## config.mk

```make
export PLATFORM = sky130hd
export DESIGN_NAME = blk_tx_seq
export DESIGN_NICKNAME = d
export VERILOG_FILES = /design/src/rtl/blk_tx_seq.sv
export SDC_FILE = /design/constraint.sdc
export NUM_CORES = 1
export LEC_CHECK = 0
export ABC_CLOCK_PERIOD_IN_PS = 5550
export BUFFER_PORTS_ARGS = -buffer_cell sky130_fd_sc_hd__buf_4
export CAP_MARGIN = 20
export CELL_PAD_IN_SITES_DETAIL_PLACEMENT = 0
export CELL_PAD_IN_SITES_GLOBAL_PLACEMENT = 1
export CORE_ASPECT_RATIO = 0.75
export CORE_MARGIN = 2
export CORE_UTILIZATION = 42
export DETAILED_ROUTE_END_ITERATION = 16
export GPL_ROUTABILITY_DRIVEN = 0
export GPL_TIMING_DRIVEN = 0
export PLACE_DENSITY_LB_ADDON = 0.1
export SETUP_SLACK_MARGIN = 0.05
export SLEW_MARGIN = 30
export SYNTH_ARGS = -nofsm -noshare
export SYNTH_HDL_FRONTEND = slang
export SYNTH_SLANG_ARGS = --single-unit
```

## constraint.sdc

```tcl
create_clock -name clk -period 5.55 [get_ports clk]
set_clock_uncertainty 0.05 [all_clocks]
set_input_delay 0.8325 -clock clk [delete_from_list [all_inputs] [get_ports clk]]
set_output_delay 0.8325 -clock clk [all_outputs]
set_load 0.02 [all_outputs]
```

## src/rtl/blk_tx_seq.sv

```systemverilog
module blk_tx_seq #(
  parameter int NBUF  = 8,
  parameter int DLY_W = 12
) (
  input  logic             clk,
  input  logic             rst_n,
  input  logic             cfg_wr,
  input  logic             cfg_start,
  input  logic [DLY_W-1:0] cfg_delay,
  output logic             cfg_ok,
  output logic             cfg_err,
  output logic [DLY_W-1:0] dly_q,
  output logic             armed,
  output logic             done,
  input  logic             abort,
  input  logic             blk_mode,
  input  logic             tx_busy,
  input  logic             bit_tick,
  input  logic [NBUF-1:0]  buf_rdy,
  output logic [NBUF-1:0]  tx_req,
  input  logic             tx_ack
);
  localparam int IW = (NBUF > 1) ? $clog2(NBUF) : 1;

  typedef enum logic [1:0] {S_IDLE, S_WAIT, S_SEND} st_t;

  st_t             st;
  logic [IW:0]     idx;
  logic [IW-1:0]   cur;
  logic [DLY_W-1:0] cnt;
  logic            nxt_vld;
  logic [IW-1:0]   nxt;
  logic            accept;

  assign armed  = (st != S_IDLE);
  assign accept = cfg_wr && !abort && (st == S_IDLE) && !tx_busy && blk_mode;

  always_comb begin
    nxt_vld = 1'b0;
    nxt     = '0;
    for (int i = NBUF-1; i >= 0; i--)
      if (buf_rdy[i] && (i >= int'(idx))) begin
        nxt_vld = 1'b1;
        nxt     = IW'(i);
      end
  end

  always_ff @(posedge clk) begin
    if (!rst_n) begin
      st      <= S_IDLE;
      idx     <= '0;
      cur     <= '0;
      cnt     <= '0;
      dly_q   <= '0;
      tx_req  <= '0;
      done    <= 1'b0;
      cfg_ok  <= 1'b0;
      cfg_err <= 1'b0;
    end else begin
      done    <= 1'b0;
      cfg_ok  <= cfg_wr && accept;
      cfg_err <= cfg_wr && !accept;
      if (abort) begin
        st     <= S_IDLE;
        tx_req <= '0;
      end else begin
        case (st)
          S_IDLE:
            if (accept) begin
              dly_q <= cfg_delay;
              if (cfg_start) begin
                st  <= S_WAIT;
                cnt <= cfg_delay;
                idx <= '0;
              end
            end
          S_WAIT:
            if (cnt != '0) begin
              if (bit_tick) cnt <= cnt - 1'b1;
            end else if (nxt_vld) begin
              st     <= S_SEND;
              cur    <= nxt;
              tx_req <= NBUF'(1) << nxt;
            end else begin
              st   <= S_IDLE;
              done <= 1'b1;
            end
          S_SEND:
            if (tx_ack) begin
              tx_req <= '0;
              if (cur == IW'(NBUF-1)) begin
                st   <= S_IDLE;
                done <= 1'b1;
              end else begin
                st  <= S_WAIT;
                cnt <= dly_q;
                idx <= (IW+1)'(cur) + 1'b1;
              end
            end
          default: st <= S_IDLE;
        endcase
      end
    end
  end

  a_r2_one_response: assert property (@(posedge clk) disable iff (!rst_n)
    cfg_wr |=> (cfg_ok ^ cfg_err));
  a_r3_refused_keeps_delay: assert property (@(posedge clk) disable iff (!rst_n)
    cfg_err |-> (dly_q == $past(dly_q)));
  a_r5_onehot_req: assert property (@(posedge clk) disable iff (!rst_n)
    $onehot0(tx_req));
  a_r5_req_held: assert property (@(posedge clk) disable iff (!rst_n)
    (tx_req != '0 && !tx_ack && !abort) |=> (tx_req == $past(tx_req)));
  a_r8_done_single: assert property (@(posedge clk) disable iff (!rst_n)
    done |-> (!armed && tx_req == '0) ##1 !done);
  a_r9_abort_stops: assert property (@(posedge clk) disable iff (!rst_n)
    abort |=> (!armed && tx_req == '0 && !done));
  a_r10_req_when_armed: assert property (@(posedge clk) disable iff (!rst_n)
    (tx_req != '0) |-> armed);
endmodule

```

==> results of run 1 <==
-- flip-flops by register name (all words and copies together), names as in the netlist --
signal / count
cfg_err: 1
idx: 4
cfg_ok: 1
tx_req: 8
done: 1
st: 2
cnt: 12
cur: 3
dly_q: 12
-- worst min-delay path, cell delays in order, from the launching register on --
cell	delay [ns]
dfxtp_1	0.31
nand2_1	0.05
a21oi_1	0.05
-- cells by family after synthesis --
logic type,after synthesis
simple gates,129
compound gates,84
flops,44
buf+inv,32
xor+xnor,8
fa+ha+maj,8
mux,7
-- metal layers --
| layer | GRT usage | wire (um) |
|---|---|---|
| met1 | 0.342 | 3810 |
| met5 | 0 | 0 |
| met3 | 0.0442 | 422 |
| met4 | 0.0448 | 42 |
| met2 | 0.297 | 2730 |
-- cells in the final DEF (no fill, tap or decap), types with 5 or more instances in the layout --
cell type and instances:
or3_1 5, ha_1 8, nand2_1 39, a22oi_1 7, a221oi_1 8, clkbuf_1 17, o22ai_1 7, nor3_1 5
inv_1 13, dfxtp_1 44, a21oi_1 28, nor2_1 38, mux2i_1 6, nand3_1 16, nand2b_1 6, clkbuf_8 6
o21ai_0 5, buf_4 52, xor2_1 5
-- per-stage QoR --
step	instance area, um^2	setup WS (ns)
after floorplan	2430	2.94
after global placement	2920	2.44
after detailed placement	2920	2.38
after CTS	3010	2.70
after global routing	3010	2.33
final	3010	2.70
-- synth_stat cells, types with 3 or more instances --
library cell | number | area, um^2
o211ai_1 | 4 | 30.0
a21oi_1 | 28 | 140
xor2_1 | 5 | 43.8
inv_1 | 13 | 48.8
mux2i_1 | 6 | 60.1
ha_1 | 8 | 100
or3_1 | 5 | 31.3
dfxtp_1 | 44 | 881
o21ai_0 | 5 | 25.0
xnor2_1 | 3 | 26.3
nand2b_1 | 6 | 37.5
a21boi_0 | 3 | 22.5
nand3_1 | 16 | 80.1
clkbuf_1 | 15 | 56.3
a22oi_1 | 7 | 52.6
nor2_1 | 38 | 143
a221oi_1 | 8 | 70.1
nor3_1 | 5 | 25.0
o22ai_1 | 7 | 43.8
nor4_1 | 3 | 18.8
or2_2 | 4 | 25.0
nand2_1 | 39 | 146
a211oi_1 | 4 | 30.0
-- layout make-up --
| class | instances | area share |
|---|---|---|
| multi-input combinational | 236 | 0.477 |
| timing repair buffer | 52 | 0.130 |
| buffer | 17 | 0.0212 |
| tap | 75 | 0.0312 |
| inverter | 15 | 0.0187 |
| sequential | 44 | 0.293 |
| clock buffer | 8 | 0.0299 |
-- worst max path at each step --
stage | from | end
final | st[0]$_SDFFE_PP0P_ | tx_req[3]$_SDFFE_PP0P_
after global routing | st[0]$_SDFFE_PP0P_ | cnt[7]$_SDFFE_PN0P_
after CTS | abort | cnt[4]$_SDFFE_PN0P_
after detailed placement | abort | cnt[4]$_SDFFE_PN0P_
after global placement | abort | cnt[4]$_SDFFE_PN0P_
after floorplan | tx_busy | cnt[4]$_SDFFE_PN0P_
-- power by group through the flow --
| stage | clock network, W | logic (W) | registers, W |
|---|---|---|---|
| after floorplan | 0 | 0.0000380 | 0.000332 |
| after global placement | 0 | 0.0000733 | 0.000330 |
| after detailed placement | 0 | 0.0000737 | 0.000330 |
| after CTS | 0.000213 | 0.0000740 | 0.000323 |
| after global routing | 0.000228 | 0.0000816 | 0.000323 |
| final | 0.000210 | 0.0000746 | 0.000323 |
==> flow_metrics.env, run 1 <==
export IMPL_syn_area_um2=2430
export IMPL_htree_levels=2
export IMPL_ctsResizeCount=0
export IMPL_crit_chain="inv_1 -> ha_1 -> clkbuf_1 -> clkinv_1 -> a311o_1 -> or4b_1 -> a21oi_1"
export IMPL_final_core_util=0.550
export IMPL_drcViolationCount=0
export IMPL_synth_top_family_by_area="simple AND/OR/NAND/NOR gates"
export IMPL_crit_slowest_cell="clkinv_1"
export IMPL_ys_seq_elements=44
export IMPL_port_buffer_count=52
export IMPL_timing_hold_violations_final=0
export IMPL_synth_fa_ha_area_frac=0.0411
export IMPL_vias=2475
export IMPL_fin_total_pwr_w=0.000607
export IMPL_diodes=0
export IMPL_switching_power_w=0.000152
export IMPL_syn_nets=349
export IMPL_comb_power_share=0.123
export IMPL_whs_ns=0.403
export IMPL_synthArstFlopShare=0
export IMPL_synth_simple_gate_area_frac=0.252
export IMPL_critical_path_class="reg -> reg"
export IMPL_yosys_warnings=0
export IMPL_ctsLongestPathBuffers=2
export IMPL_cp_depth=7
export IMPL_die_width_um=91.9
export IMPL_p_sw_frac=0.250
export IMPL_hold_class="reg -> reg"
export IMPL_synthFlopType="dfxtp_1"
export IMPL_grt_antenna_before_repair=0
export IMPL_area_growth_pct=23.6
export IMPL_regArea_um2=881
export IMPL_grt_max_degree=13
export IMPL_syn_inst=312
export IMPL_rsz0062_at_grt="false"
export IMPL_worstHoldStart="tx_req[2]$_SDFFE_PP0P_"
export IMPL_ff2ff_path_depth=7
export IMPL_min_period_over_period=0.514
export IMPL_p_int_w=0.000455
export IMPL_cap_violations=0
export IMPL_synth_area_mux_share=0.0293
export IMPL_drtIter0Drc=143
export IMPL_ys_types=50
export IMPL_synth_compound_area_frac=0.237
export IMPL_status="finished clean"
export IMPL_setup_viol=0
export IMPL_synthXorXnorAreaFrac=0.0288
export IMPL_tightestPinTransition_ns=0.660
export IMPL_clock_sink_count=44
export IMPL_viasPerCell=5.54
export IMPL_fillers=557
export IMPL_gr_total_overflow=0
export IMPL_r2r_slack_ns=2.70
export IMPL_cp_required_ns=5.72
export IMPL_row_count=23
export IMPL_clkSlewWorstSetupHoldPaths_ns=0.08
export IMPL_worst_path_buf_inv=3
export IMPL_r2r_end="tx_req[3]$_SDFFE_PP0P_"
export IMPL_track_usage=0.216
export IMPL_period_minus_slack_ns=2.85
export IMPL_crit_fanout=10
export IMPL_die_y_um=69.9
export IMPL_whs_path_depth=2
export IMPL_end_kind="flop"
export IMPL_multi_input_area_um2=1430
export IMPL_boundaryPins=53
export IMPL_slew_viol_final=0
export IMPL_power_frac_clock=0.346
export IMPL_crit_arrival_ns=3.03
export IMPL_synth_avg_cell_area_um2=7.80
export IMPL_root_buffer="clkbuf_8"
export IMPL_fin_nets=408
export IMPL_cp_top_family="buffers and inverters"
export IMPL_cts_buffers=5
export IMPL_slew_headroom=0.557
export IMPL_grt_pass1_wl_mm=11.1
export IMPL_critical_path_max_stage_delay_ns=0.50
export IMPL_wl_mm=7.00
export IMPL_ant_nets=0
export IMPL_grt_pass1_vias=2166
export IMPL_post_drt_wl_per_cell_um=15.7
export IMPL_start_kind="flop"
export IMPL_p_leak_nw=1.17
export IMPL_r2r_start="st[0]$_SDFFE_PP0P_"
export IMPL_pwr_share_seq=0.531
export IMPL_hpwl_mm=5.19
export IMPL_placedCellCount=439
export IMPL_core_um2=5470
export IMPL_fin_tns_setup_ns=0
export IMPL_ctsHoldBuffers=0
export IMPL_dr_pass1_iters=4
export IMPL_fin_cells=447
export IMPL_power_density_nw_per_um2=202
export IMPL_post_cts_buffers=0
export IMPL_dieArea_um2=6430
export IMPL_ir_drop_v=0.000159
export IMPL_cts_tree="done"
export IMPL_initial_core_util=0.445
export IMPL_hold_path_endpoint="tx_req[2]$_SDFFE_PP0P_"
export IMPL_drive_gt1_frac=0.183
export IMPL_clock_latency_ns=0.30
export IMPL_synth_edf_count=0
export IMPL_yosysSeqAreaShare=0.362
export IMPL_fmax_mhz=351
Note: power is estimated with default switching activity, not from simulation.
==> run 2, diff against run 1 <==
Settings changed: ABC_CLOCK_PERIOD_IN_PS 5550 to 2600, CORE_UTILIZATION 42 to 35.
Clock period 5.55 ns to 2.6 ns, I/O delays scaled along.
==> run 2 against run 1 <==
Largest cell class unchanged. Cell count rose by 2.0%. Global-route usage fell by 1.9 points. Sequential cell count did not move. Critical endpoint is now st[1]$_SDFFE_PP0P_. Maximum frequency rose by 13%. Largest power group unchanged. Via count rose by 1.7%. Critical path depth fell by 1. Clock power rose by 120%.
==> flow_metrics.env, run 2 (same netlist as run 1, synthesis figures left out) <==
export IMPL_p_leak_nw=1.20
export IMPL_dr_pass1_iters=4
export IMPL_crit_slowest_cell="or4_4"
export IMPL_r2r_slack_ns=0.07
export IMPL_track_usage=0.197
export IMPL_rsz0062_at_grt="true"
export IMPL_fillers=687
export IMPL_boundaryPins=53
export IMPL_crit_arrival_ns=2.70
export IMPL_cp_required_ns=2.77
export IMPL_layout_commonest_cell="buf_4"
export IMPL_grt_pass1_vias=2334
export IMPL_min_period_over_period=0.973
export IMPL_row_count=26
export IMPL_clock_latency_ns=0.29
export IMPL_fin_total_pwr_w=0.00132
export IMPL_cap_violations=0
export IMPL_whs_path_depth=2
export IMPL_power_frac_clock=0.353
export IMPL_fin_tns_setup_ns=0
export IMPL_cts_tree="done"
export IMPL_dieArea_um2=7650
export IMPL_htree_levels=2
export IMPL_period_minus_slack_ns=2.53
export IMPL_grt_antenna_before_repair=0
export IMPL_core_um2=6770
export IMPL_ir_drop_v=0.000213
export IMPL_diodes=0
export IMPL_hpwl_mm=5.55
export IMPL_area_growth_pct=26.7
export IMPL_start_kind="flop"
export IMPL_comb_power_share=0.125
export IMPL_grt_max_degree=13
export IMPL_placedCellCount=448
export IMPL_end_kind="flop"
export IMPL_slew_viol_final=0
export IMPL_whs_ns=0.300
export IMPL_fin_nets=409
export IMPL_die_width_um=100
export IMPL_critical_path_class="reg -> reg"
export IMPL_drcViolationCount=0
export IMPL_switching_power_w=0.000325
export IMPL_initial_core_util=0.360
export IMPL_clkSlewWorstSetupHoldPaths_ns=0.09
export IMPL_ff2ff_path_depth=6
export IMPL_r2r_start="cnt[3]$_SDFFE_PN0P_"
export IMPL_slew_headroom=0.589
export IMPL_r2r_end="st[1]$_SDFFE_PP0P_"
export IMPL_reg_top3="cnt (12), dly_q (12), tx_req (8)"
export IMPL_hold_path_endpoint="cfg_err$_SDFF_PN0_"
export IMPL_post_drt_wl_per_cell_um=16.3
export IMPL_gr_total_overflow=0
export IMPL_p_int_w=0.000993
export IMPL_ant_nets=0
export IMPL_viasPerCell=5.52
export IMPL_power_density_nw_per_um2=427
export IMPL_drtIter0Drc=140
export IMPL_multi_input_area_um2=1460
export IMPL_layout_setup_ws_ns=0.0691
export IMPL_fin_cells=456
export IMPL_crit_chain="or4_4 -> o41ai_4 -> o21ai_1 -> or2_2 -> or4b_1 -> a21oi_1"
export IMPL_vias=2516
export IMPL_final_cell_mix="buf_4, dfxtp_1, nand2_1"
export IMPL_crit_fanout=6
export IMPL_pwr_share_seq=0.522
export IMPL_cts_buffers=5
export IMPL_hold_class="in -> reg"
export IMPL_p_sw_frac=0.246
export IMPL_ctsLongestPathBuffers=2
export IMPL_status="finished clean"
export IMPL_drive_gt1_frac=0.226
export IMPL_port_buffer_count=52
export IMPL_pre_cts_ws_ns=-0.218
export IMPL_critical_path_max_stage_delay_ns=0.58
export IMPL_fmax_mhz=395
export IMPL_die_y_um=76.2
export IMPL_grt_pass1_wl_mm=11.9
export IMPL_timing_hold_violations_final=0
export IMPL_worstHoldStart="cfg_wr"
export IMPL_wl_mm=7.42
export IMPL_clock_sink_count=44
export IMPL_tightestPinTransition_ns=0.612
export IMPL_regArea_um2=888
export IMPL_setup_viol=0
export IMPL_root_buffer="clkbuf_8"
[run 2: changes by cell type in the layout (fill, tap and decap cells not counted), moves of 3 or more]
cell      previous run  this run
dfxtp_2              0         3
dfxtp_1             44        40
clkbuf_1            17        10
buf_4               52        55
[run 2: through the flow]
step | util | cell area, um^2
2_1_floorplan | - | 2430
3_3_place_gp | 0.433 | 2930
3_5_place_dp | 0.433 | 2930
4_1_cts | 0.452 | 3060
5_1_grt | 0.456 | 3080
6_report | 0.456 | 3080
[run 2: critical path, delay by kind of cell (launching register included)]
family             cells  cell delay [ns]
DFF                    1             0.37
and+or+nand+nor        3             1.38
AOI/OAI and AO/OA      3             0.66
[run 2: what timing repair did]
| item | 4_1_cts | 5_1_grt |
|---|---|---|
| setup endpoints to repair | 21 | 24 |
| gates cloned | 0 | 1 |
| hold buffers | 0 | 0 |
| buffers inserted | 1 | 1 |
| pin swaps | 1 | 5 |
| gates resized for setup | 8 | 14 |
[run 2: layer usage]
metal | track usage | up-vias | wire (um) | share of wire
li1 | - | 1240 | - | -
met1 | 0.314 | 1190 | 3910 | 0.53
met2 | 0.272 | 82 | 3030 | 0.41
met3 | 0.0330 | 4 | 429 | 0.058
met4 | 0.0452 | 0 | 50 | 0.0067
met5 | 0 | - | 0 | 0
[run 2: worst max-delay path by stage]
stage | slack (ns) | cells after the start | start | to
finish | 0.07 | 6 | cnt[3]$_SDFFE_PN0P_ | st[1]$_SDFFE_PP0P_
global route | 0.02 | 10 | st[0]$_SDFFE_PP0P_ | cnt[10]$_SDFFE_PN0P_
CTS | 0.04 | 10 | st[0]$_SDFFE_PP0P_ | cnt[7]$_SDFFE_PN0P_
detailed placement | -0.22 | 10 | st[0]$_SDFFE_PP0P_ | cnt[7]$_SDFFE_PN0P_
global placement | -0.23 | 10 | st[0]$_SDFFE_PP0P_ | cnt[4]$_SDFFE_PN0P_
floorplan | 0.21 | 6 | cnt[2]$_SDFFE_PN0P_ | tx_req[3]$_SDFFE_PP0P_
[run 2: power groups by stage]
| stage | registers [W] | clock network [W] | logic [W] |
|---|---|---|---|
| 2_1_floorplan | 0.000709 | 0 | 0.0000810 |
| 3_3_place_gp | 0.000704 | 0 | 0.000159 |
| 3_5_place_dp | 0.000704 | 0 | 0.000160 |
| 4_1_cts | 0.000689 | 0.000478 | 0.000163 |
| 5_1_grt | 0.000689 | 0.000499 | 0.000180 |
| 6_report | 0.000688 | 0.000465 | 0.000164 |
[run 2: cell type report]
| type | instances | area share |
|---|---|---|
| sequential | 44 | 0.288 |
| tap | 84 | 0.0341 |
| buffer | 15 | 0.0211 |
| multi-input combinational | 236 | 0.474 |
| timing repair buffer | 55 | 0.133 |
| clock buffer | 7 | 0.0312 |
| inverter | 15 | 0.0187 |
